--- src/rtl/tickdog_pkg.sv ---
`timescale 1ns/1ps
package tickdog_pkg;
   localparam int unsigned BUS_W      = 32;
   // word addresses (byte offset / 4)
   localparam int unsigned WA_CTRL    = 0;
   localparam int unsigned WA_LIMIT   = 2;
   localparam int unsigned WA_KICK    = 3;
   // control bit positions
   localparam int unsigned BIT_DIVEN  = 25;
   localparam int unsigned BIT_CLKEN  = 24;
   localparam int unsigned BIT_RSTEN  = 21;
   localparam int unsigned BIT_WDEN   = 18;
   localparam int unsigned MAX_DIV_W  = 18;
   // limit/count word layout
   localparam int unsigned MAX_CNT_W  = 16;
   localparam int unsigned CNT_SHIFT  = 16;
endpackage

--- src/rtl/tickdog_regs.sv ---
`timescale 1ns/1ps
module tickdog_regs
   import tickdog_pkg::*;
#(
   parameter int unsigned ADDR_W = 2,
   parameter int unsigned DIV_W  = 18,
   parameter int unsigned CNT_W  = 16
) (
   input  logic              clk,
   input  logic              rst_n,
   input  logic [ADDR_W-1:0] bus_addr,
   input  logic              bus_wr,
   input  logic              bus_rd,
   input  logic [BUS_W-1:0]  bus_wdata,
   output logic [BUS_W-1:0]  bus_rdata,
   input  logic [CNT_W-1:0]  count,
   output logic              run,
   output logic              rst_en,
   output logic [DIV_W-1:0]  div,
   output logic [CNT_W-1:0]  limit,
   output logic              kick
);
   localparam logic [ADDR_W-1:0] A_CTRL  = ADDR_W'(WA_CTRL);
   localparam logic [ADDR_W-1:0] A_LIMIT = ADDR_W'(WA_LIMIT);
   localparam logic [ADDR_W-1:0] A_KICK  = ADDR_W'(WA_KICK);

   logic             div_en_q, clk_en_q, rst_en_q, wd_en_q;
   logic [DIV_W-1:0] div_q;
   logic [CNT_W-1:0] limit_q;
   logic             sel_ctrl, sel_limit, sel_kick;
   logic [BUS_W-1:0] ctrl_word, limit_word;

   assign sel_ctrl  = (bus_addr == A_CTRL);
   assign sel_limit = (bus_addr == A_LIMIT);
   assign sel_kick  = (bus_addr == A_KICK);

   always_ff @(posedge clk or negedge rst_n) begin
      if (!rst_n) begin
         div_en_q <= 1'b0;
         clk_en_q <= 1'b0;
         rst_en_q <= 1'b0;
         wd_en_q  <= 1'b0;
         div_q    <= '0;
         limit_q  <= '0;
      end else if (bus_wr) begin
         if (sel_ctrl) begin
            div_en_q <= bus_wdata[BIT_DIVEN];
            clk_en_q <= bus_wdata[BIT_CLKEN];
            rst_en_q <= bus_wdata[BIT_RSTEN];
            wd_en_q  <= bus_wdata[BIT_WDEN];
            div_q    <= bus_wdata[DIV_W-1:0];
         end
         if (sel_limit) begin
            limit_q <= bus_wdata[CNT_W-1:0];
         end
      end
   end

   assign kick   = bus_wr && sel_kick;
   assign run    = div_en_q && clk_en_q && wd_en_q;
   assign rst_en = rst_en_q;
   assign div    = div_q;
   assign limit  = limit_q;

   always_comb begin
      ctrl_word             = BUS_W'(div_q);
      ctrl_word[BIT_DIVEN]  = div_en_q;
      ctrl_word[BIT_CLKEN]  = clk_en_q;
      ctrl_word[BIT_RSTEN]  = rst_en_q;
      ctrl_word[BIT_WDEN]   = wd_en_q;
      limit_word                      = '0;
      limit_word[CNT_W-1:0]           = limit_q;
      limit_word[CNT_SHIFT +: CNT_W]  = count;
   end

   always_comb begin
      bus_rdata = '0;
      if (bus_rd) begin
         if (sel_ctrl)       bus_rdata = ctrl_word;
         else if (sel_limit) bus_rdata = limit_word;
      end
   end

   // the restart word never returns data
   p_kick_reads_zero_r4: assert property (@(posedge clk) disable iff (!rst_n)
      (bus_rd && sel_kick) |-> (bus_rdata == '0));
   // a limit write lands in the lower half only
   p_limit_write_r3: assert property (@(posedge clk) disable iff (!rst_n)
      (bus_wr && sel_limit) |=> (limit == $past(bus_wdata[CNT_W-1:0])));
endmodule

--- src/rtl/tickdog_prescale.sv ---
`timescale 1ns/1ps
module tickdog_prescale #(
   parameter int unsigned DIV_W = 18
) (
   input  logic             clk,
   input  logic             rst_n,
   input  logic             run,
   input  logic             restart,
   input  logic [DIV_W-1:0] div,
   output logic             tick
);
   logic [DIV_W-1:0] pcnt;
   logic [DIV_W-1:0] last;

   // divide values 0 and 1 both mean one tick per clock
   assign last = (div <= DIV_W'(1)) ? '0 : (div - DIV_W'(1));
   assign tick = run && (pcnt >= last);

   always_ff @(posedge clk or negedge rst_n) begin
      if (!rst_n) begin
         pcnt <= '0;
      end else if (restart) begin
         pcnt <= '0;
      end else if (run) begin
         pcnt <= tick ? '0 : (pcnt + DIV_W'(1));
      end
   end

   // no tick leaves a stopped prescaler
   p_tick_gated_r5: assert property (@(posedge clk) disable iff (!rst_n)
      !run |-> !tick);
   // a restart always leaves the prescaler at the start of an interval
   p_restart_clears_r6: assert property (@(posedge clk) disable iff (!rst_n)
      restart |=> (pcnt == '0));
endmodule

--- src/rtl/tickdog_counter.sv ---
`timescale 1ns/1ps
module tickdog_counter #(
   parameter int unsigned CNT_W    = 16,
   parameter int unsigned HOLD_CYC = 4
) (
   input  logic             clk,
   input  logic             rst_n,
   input  logic             run,
   input  logic             tick,
   input  logic             kick,
   input  logic             rst_en,
   input  logic [CNT_W-1:0] limit,
   output logic [CNT_W-1:0] count,
   output logic             restart,
   output logic             rst_req
);
   logic expire;
   logic fire;

   assign expire  = run && (count == limit);
   assign restart = kick || expire;
   assign fire    = expire && rst_en && !kick;

   always_ff @(posedge clk or negedge rst_n) begin
      if (!rst_n) begin
         count <= '0;
      end else if (restart) begin
         count <= '0;
      end else if (run && tick) begin
         count <= count + CNT_W'(1);
      end
   end

   generate
      if (HOLD_CYC == 1) begin : g_hold_one
         logic req_q;
         always_ff @(posedge clk or negedge rst_n) begin
            if (!rst_n) req_q <= 1'b0;
            else        req_q <= fire;
         end
         assign rst_req = req_q;
      end else begin : g_hold_many
         localparam int unsigned HW = $clog2(HOLD_CYC + 1);
         logic [HW-1:0] hcnt;
         always_ff @(posedge clk or negedge rst_n) begin
            if (!rst_n)              hcnt <= '0;
            else if (fire)           hcnt <= HW'(HOLD_CYC);
            else if (hcnt != '0)     hcnt <= hcnt - HW'(1);
         end
         assign rst_req = (hcnt != '0);
      end
   endgenerate

   // a restart write zeroes the count
   p_kick_zero_r4: assert property (@(posedge clk) disable iff (!rst_n)
      kick |=> (count == '0));
   // a stopped watchdog keeps its count
   p_hold_r5: assert property (@(posedge clk) disable iff (!rst_n)
      (!run && !kick) |=> $stable(count));
   // the count only steps by one between restarts
   p_step_r6: assert property (@(posedge clk) disable iff (!rst_n)
      (run && !kick && (count != limit)) |=>
         ((count == $past(count)) || (count == $past(count) + CNT_W'(1))));
   // expiry wraps the count
   p_wrap_r7: assert property (@(posedge clk) disable iff (!rst_n)
      (run && (count == limit)) |=> (count == '0));
   // an enabled expiry raises the request on the next cycle
   p_pulse_r8: assert property (@(posedge clk) disable iff (!rst_n)
      (run && (count == limit) && rst_en && !kick) |=> rst_req);
   // the request never rises without an enabled, unkicked expiry
   p_quiet_r10: assert property (@(posedge clk) disable iff (!rst_n)
      (!rst_req && !(run && (count == limit) && rst_en && !kick)) |=> !rst_req);
endmodule

--- src/rtl/tickdog_top.sv ---
`timescale 1ns/1ps
module tickdog_top
   import tickdog_pkg::*;
#(
   parameter int unsigned ADDR_W   = 2,
   parameter int unsigned DIV_W    = 18,
   parameter int unsigned CNT_W    = 16,
   parameter int unsigned HOLD_CYC = 4
) (
   input  logic              clk,
   input  logic              rst_n,
   input  logic [ADDR_W-1:0] bus_addr,
   input  logic              bus_wr,
   input  logic              bus_rd,
   input  logic [31:0]       bus_wdata,
   output logic [31:0]       bus_rdata,
   output logic              rst_req
);
   generate
      if (ADDR_W < 2) begin : g_bad_addr
         $error("tickdog_top: ADDR_W must be at least 2");
      end
      if (DIV_W < 1 || DIV_W > MAX_DIV_W) begin : g_bad_div
         $error("tickdog_top: DIV_W must be 1..18");
      end
      if (CNT_W < 2 || CNT_W > MAX_CNT_W) begin : g_bad_cnt
         $error("tickdog_top: CNT_W must be 2..16");
      end
      if (HOLD_CYC < 1) begin : g_bad_hold
         $error("tickdog_top: HOLD_CYC must be at least 1");
      end
   endgenerate

   logic             run, rst_en, kick, tick, restart;
   logic [DIV_W-1:0] div;
   logic [CNT_W-1:0] limit, count;

   tickdog_regs #(.ADDR_W(ADDR_W), .DIV_W(DIV_W), .CNT_W(CNT_W)) u_regs (
      .clk(clk), .rst_n(rst_n),
      .bus_addr(bus_addr), .bus_wr(bus_wr), .bus_rd(bus_rd),
      .bus_wdata(bus_wdata), .bus_rdata(bus_rdata),
      .count(count), .run(run), .rst_en(rst_en),
      .div(div), .limit(limit), .kick(kick)
   );

   tickdog_prescale #(.DIV_W(DIV_W)) u_pre (
      .clk(clk), .rst_n(rst_n), .run(run), .restart(restart),
      .div(div), .tick(tick)
   );

   tickdog_counter #(.CNT_W(CNT_W), .HOLD_CYC(HOLD_CYC)) u_cnt (
      .clk(clk), .rst_n(rst_n), .run(run), .tick(tick), .kick(kick),
      .rst_en(rst_en), .limit(limit), .count(count),
      .restart(restart), .rst_req(rst_req)
   );
endmodule

--- config.mk ---
export PLATFORM = sky130hd
export DESIGN_NAME = tickdog_top
export DESIGN_NICKNAME = d
export VERILOG_FILES = /design/src/rtl/tickdog_pkg.sv /design/src/rtl/tickdog_regs.sv /design/src/rtl/tickdog_prescale.sv /design/src/rtl/tickdog_counter.sv /design/src/rtl/tickdog_top.sv
export SDC_FILE = /design/constraint.sdc
export NUM_CORES = 1
export LEC_CHECK = 0
export ABC_AREA = 1
export CORE_MARGIN = 1.5
export CORE_UTILIZATION = 30
export DETAILED_ROUTE_END_ITERATION = 12
export PLACE_DENSITY = 0.48
export REMOVE_ABC_BUFFERS = 1
export SLEW_MARGIN = 20
export SYNTH_ARGS = -nofsm -noshare
export SYNTH_HDL_FRONTEND = slang
export SYNTH_SLANG_ARGS = --single-unit
export TNS_END_PERCENT = 30
--- constraint.sdc ---
create_clock -name clk -period 3.55 [get_ports clk]
set_input_delay 0.71 -clock clk [delete_from_list [all_inputs] [get_ports clk]]
set_output_delay 0.71 -clock clk [all_outputs]
set_load 0.02 [all_outputs]
== Yosys cells after proc, flatten, opt, wreduce, memory -nomap -nowiden ==
Index checks and enable logic that the tools add are counted.

* Logic and storage cells: 46
* Bits of input ports: 38
* Register bits: 75
* Output and inout port bits: 33

* Add/subtract/negate cells: 4
* Magnitude comparators: 2
* Reduce and logical (&&, ||, !) cells: 17
* Equal/unequal tests: 3
* Muxes and demuxes: 11

{| class="wikitable"
|+ Operator list
! cell !! number
|-
| two-way mux 32 bit || 3
|-
| two-way mux 18 bit || 4
|-
| two-way mux 16 bit || 2
|-
| adder 18 x 1 -> 18 bit, second input constant || 1
|-
| greater-or-equal comparator 18 bit || 1
|-
| less-or-equal comparator 18 x 1 -> 1 bit, second input constant || 1
|-
| subtractor 18 x 1 -> 18 bit, second input constant || 1
|-
| adder 16 x 1 -> 16 bit, second input constant || 1
|-
| equality test 16 bit || 1
|-
| logical AND 1 bit || 8
|-
| two-way mux 3 bit || 2
|-
| nonzero test 2 bit || 3
|-
| equality test 2 bit, second input constant || 2
|-
| AND reduction 2 bit || 2
|-
| nonzero test 3 bit || 1
|-
| subtractor 3 x 1 -> 3 bit, second input constant || 1
|-
| logical NOT 2 bit || 1
|-
| logical NOT 1 bit || 1
|-
| logical OR 1 bit || 1
|}

== Logic depth before layout (Yosys ltp) ==
* Word-level depth: 7
* Gate-level depth with buffers: 22
* Gate-level depth less buffers: 21

== Hierarchy ==
A second synthesis with hierarchy kept.

* Cells, all modules: 850
* Area, all modules: 5731.7 sq um

{| class="wikitable"
|+ By module, submodules not included
! module !! instances !! cells an instance !! seq. area each (sq um) !! area an instance (sq um)
|-
| tickdog_prescale || 1 || 352 || 450.4 || 2204.6
|-
| tickdog_regs || 1 || 270 || 950.9 || 2043.2
|-
| tickdog_counter || 1 || 228 || 475.5 || 1483.9
|}

== Least setup slack after synthesis ==
Ideal clock, no wire load.

* Kind: reg-to-reg
* Start: reg u_regs.div_q[0], in the netlist u_regs.div[0]
* End: reg u_cnt.count[1]
* Cell stages (with the launch flop): 23
* Path slack: 0.776 ns
* Setup time: 0.065 ns
* Arrival: 2.709 ns
* Buffers on the path: 1
* Cell sequence: dfrtp_1 -> inv_1 -> ha_1 -> inv_1 -> nor2_1 -> nand2_1 -> nor2_1 -> nand2_1 -> inv_1 -> a21oi_1 -> nand3b_1 -> ha_1 -> nand2_1 -> nor2_1 -> nand3_1 -> nor2_1 -> nor2_1 -> nand3_1 -> nand2_2 -> buf_4 -> inv_2 -> nand3_1 -> nand2_1

* Word-level cells in the longest chain between the ends: 6
* Elaborated cells on any way between the ends: 7

{| class="wikitable"
|+ RTL lines
! what !! line !! text
|-
| start: declaration || tickdog_regs.sv:28 || <nowiki>logic [DIV_W-1:0] div_q;</nowiki>
|-
| start signal: assignment || tickdog_regs.sv:51 || <nowiki>div_q <= bus_wdata[DIV_W-1:0];</nowiki>
|-
| subtractor 18 x 1 -> 18 bit or less-or-equal comparator 18 x 1 -> 1 bit (tied branches) || tickdog_prescale.sv:16 || <nowiki>assign last = (div <= DIV_W'(1)) ? '0 : (div - DIV_W'(1));</nowiki>
|-
| two-way mux 18 bit * || tickdog_prescale.sv:16 ||
|-
| greater-or-equal comparator 18 bit * || tickdog_prescale.sv:17 || <nowiki>assign tick = run && (pcnt >= last);</nowiki>
|-
| logical AND 1 bit * || tickdog_prescale.sv:17 ||
|-
| logical AND 1 bit * || tickdog_counter.sv:29 || <nowiki>end else if (run && tick) begin</nowiki>
|-
| nonzero test 2 bit (no source line) * || - ||
|-
| end signal: assignment || tickdog_counter.sv:30 || <nowiki>count <= count + CNT_W'(1);</nowiki>
|-
| end: declaration || tickdog_counter.sv:13 || <nowiki>output logic [CNT_W-1:0] count,</nowiki>
|}

Mark *: on every way between the ends. The rest lies on a longest branch, timed or not.
A chain may end at the register's enable or synchronous reset.

== Final worst setup path ==
* Start: in bus_addr[1]
* End: out bus_rdata[31]

* Word-level cells in the longest chain between the ends: 4
* Elaborated cells on any way between the ends: 5

{| class="wikitable"
|+ RTL lines
! what !! line !! text
|-
| start: declaration || tickdog_top.sv:12 || <nowiki>input logic [ADDR_W-1:0] bus_addr,</nowiki>
|-
| equality test 2 bit || tickdog_regs.sv:34 || <nowiki>assign sel_limit = (bus_addr == A_LIMIT);</nowiki>
|-
| two-way mux 32 bit || tickdog_regs.sv:80 || <nowiki>else if (sel_limit) bus_rdata = limit_word;</nowiki>
|-
| two-way mux 32 bit * || tickdog_regs.sv:79 || <nowiki>if (sel_ctrl) bus_rdata = ctrl_word;</nowiki>
|-
| two-way mux 32 bit * || tickdog_regs.sv:78 || <nowiki>if (bus_rd) begin</nowiki>
|-
| end: declaration || tickdog_top.sv:16 || <nowiki>output logic [31:0] bus_rdata,</nowiki>
|}

Marks and branches as above.

==> results.json <==
{
  "status": "finished, final reports clean",
  "max_freq_ghz": 0.2995,
  "min-delay-path-class": "input port to async pin",
  "finalSetupTns_ns": 0,
  "reg2reg_to": "u_cnt.count[6]$_DFFE_PN0P_",
  "finalHoldViolations": 0,
  "dp_cells": 1037,
  "gr-total-overflow": 0,
  "die_w_um": 135.5,
  "drt_iter0_drc": 215,
  "drc_errors": 0,
  "synth_flop_cell": "dfrtp_1",
  "ant_nets": 0,
  "postCtsHoldBufs": 0,
  "p_per_area_nw_per_um2": 438.3,
  "yosys_warnings": 0,
  "layout_min_cycle_time_ns": 3.339,
  "cp.arrival_ns": 2.63,
  "grt_pass1_vias": 5044,
  "rr_startpoint": "u_regs.div[3]$_DFFE_PN0P_",
  "cp.required_ns": 2.84,
  "critPathLaunch": "bus_addr[1]",
  "worst-path-stages": 8,
  "nets": 886,
  "setup-violations-final": 0,
  "finClkSkew_ns": 0.007842,
  "wl_per_cell_um": 14.58,
  "track_usage_pct": 18.33,
  "cap_violations": 0,
  "die_y_um": 135.5,
  "cp_slowest_stage_delay_ns": 0.64,
  "numPortBuffers": 60,
  "cp_common_cell": "clkdlybuf4s50_1",
  "vdd_drop_max_uv": 214.8,
  "fin_crit_sh_pct": 94.05,
  "ys_types": 36,
  "insertion_delay_ns": 0.35,
  "grt_pass1_wl_um": 25940,
  "seq_area_frac_synth_pct": 35.65,
  "synth_cells": 764,
  "io_pins": 71,
  "drive_gt1_share_pct": 6.634,
  "netlist_area_um2": 5264,
  "post_cts_buffers": 0,
  "area_growth_pct": 23.58,
  "rows": 48,
  "cpMaxStageDelayCell": "clkdlybuf4s50_1",
  "worstSetupPathType": "input port to output pin",
  "cp_max_fo": 24,
  "path_buf_inv": 6,
  "ff2ff_path_depth": 19,
  "cts_tree": "done",
  "cts.sinks": 75,
  "first_pass_iters": 5,
  "antenna_found_initial": 0,
  "worst_pin_slew_ns": 0.7558,
  "htree_levels": 3,
  "place_hpwl_um": 11420,
  "avgSynthCellArea_um2": 6.890,
  "crit_path_cell_trace": "clkdlybuf4s50_1, inv_1, nor2_2, buf_12, clkinv_1, buf_4, nor3_1, clkdlybuf4s50_1",
  "endpoint": "bus_rdata[31]",
  "vias": 4915,
  "clockBufferDepth": 2,
  "end_kind": "output pin",
  "fin_cells": 1054,
  "cp-start-kind": "input port",
  "place_congestion": 0.7854,
  "fill_cells": 1837,
  "cts_root_buf": "clkbuf_16",
  "dieArea_um2": 18350,
  "slew_headroom_pct": 49.61,
  "antenna_cells": 0,
  "slew_viol_final": 0,
  "grt_max_degree": 76,
  "viasPerCell": 4.663,
  "finalWirelength_um": 15370,
  "coreArea_um2": 17240,
  "initial_utilization_pct": 30.54,
  "ff2ff_setup_slack_ns": 0.30,
  "critical-path-top-delay-family": "buffers and inverters",
  "cts_made_buffers": 9,
  "synth_seq_cells": 75,
  "synth_edf_count": 0,
  "async_reset_ff_share_pct": 100.0,
  "p_leak_nw": 3.092,
  "clk_pin_slew_ns": 0.06
}
==> worst min-delay path by stage <==
stage	to	cells past startpoint	slack [ns]	start
floorplan	u_cnt.count[0]$_DFFE_PN0P_	0	0.41	rst_n
global placement	u_regs.div[1]$_DFFE_PN0P_	2	0.51	u_regs.div[1]$_DFFE_PN0P_
detailed placement	u_regs.div[1]$_DFFE_PN0P_	2	0.51	u_regs.div[1]$_DFFE_PN0P_
CTS	u_regs.div[1]$_DFFE_PN0P_	2	0.52	u_regs.div[1]$_DFFE_PN0P_
global route	u_pre.pcnt[3]$_DFFE_PN0P_	1	0.48	rst_n
finish	u_pre.pcnt[2]$_DFFE_PN0P_	1	0.37	rst_n
==> through the flow <==
step	power [W]	hold slack (ns)	worst slack [ns]	instance area (µm²)	util (%)
3_5_place_dp	0.001801	0.5080	0.1613	6142	35.63
3_3_place_gp	0.001791	0.5076	0.1590	6142	35.63
5_1_grt	0.003060	0.4803	-0.0005032	6505	37.74
6_report	0.002851	0.3739	0.2112	6505	37.74
2_1_floorplan	0.001531	0.4144	0.3627	5102	-
4_1_cts	0.002895	0.5245	0.1610	6485	37.62
==> what timing repair did <==
action,CTS,global route
hold endpoints to repair,0,0
endpoints found under the setup margin,0,29
resized for setup,0,2
==> cells in the final DEF (no fill, tap or decap), types with 3 or more instances in the layout <==
cell type	count
clkbuf_16	9
clkdlybuf4s50_1	59
nand3_1	65
xor2_1	27
o21ai_0	38
or2_2	3
buf_12	3
nor2_1	92
inv_1	80
dfrtp_1	75
buf_4	13
nand2_1	226
o21bai_1	5
inv_2	8
ha_1	24
xnor2_1	10
nor3_1	18
nand4_1	10
a21oi_1	34
bufinv_16	3
mux2_2	4
==> cell type report <==
class | instances | area [µm²] | area share (%)
timing repair buffer | 76 | 759.5 | 11.68
tap | 225 | 281.5 | 4.328
clock inverter | 6 | 113.9 | 1.750
sequential | 75 | 1877 | 28.85
multi-input combinational | 572 | 2904 | 44.64
inverter | 90 | 340.3 | 5.232
clock buffer | 10 | 229.0 | 3.520
==> Yosys cell counts, types with 2 or more instances <==
cell type / count / area, µm²
dfrtp_1: 75 / 1877
nor3_1: 18 / 90.09
a31oi_1: 2 / 12.51
inv_2: 7 / 26.28
nand4_1: 10 / 62.56
xor2_1: 27 / 236.5
inv_1: 81 / 304.0
clkbuf_1: 14 / 52.55
ha_1: 24 / 300.3
o21bai_1: 5 / 37.54
mux2_2: 4 / 45.04
nor2_1: 93 / 349.1
nand3_1: 65 / 325.3
o21ai_0: 38 / 190.2
nand2_2: 2 / 12.51
nand2_1: 226 / 848.3
buf_6: 3 / 33.78
xnor2_1: 10 / 87.58
buf_4: 4 / 30.03
a21oi_1: 34 / 170.2
or2_2: 3 / 18.77
buf_2: 5 / 25.02
==> logic make-up after synthesis <==
family                   share of synthesized area [%]
AO/OA/AOI/OAI                                    8.319
multiplexers                                    0.8557
buffers and inverters                            9.532
flip-flops                                       35.65
AND/OR/NAND/NOR                                  33.78
adder cells (fa/ha/maj)                          5.705
XOR/XNOR                                         6.156
==> report_power, final <==
| part | switching (W) | leakage [nW] | internal, W |
|---|---|---|---|
| logic | 0.000402 | 1.96 | 0.000293 |
| clock network | 0.000388 | 0.159 | 0.000689 |
| registers | 0.000120 | 0.977 | 0.000959 |
==> routing by layer <==
layer  track usage (%)  wire length [µm]  vias up
met5                 0                 0        -
met2             31.89              7721       78
met3             3.404               457       19
met1             23.01              6944     2266
met4             5.496               243        0
li1                  -                 -     2552
==> worst reg2reg max path: cells and delay by family (launching register included) <==
family | cells | cell delay [ns]
flip-flops | 1 | 0.42
adder cells (fa/ha/maj) | 1 | 0.30
buffers and inverters | 2 | 0.32
AND/OR/NAND/NOR | 15 | 1.92
AO/OA/AOI/OAI | 1 | 0.17
==> sequential cells by signal, indices dropped and copies added (netlist names) <==
register	count
u_cnt.count	16
u_cnt.g_hold_many.hcnt	3
u_pre.pcnt	18
u_regs.clk_en_q	1
u_regs.div	18
u_regs.div_en_q	1
u_regs.limit	16
u_regs.rst_en	1
u_regs.wd_en_q	1
(Power assumes the default switching activity.)
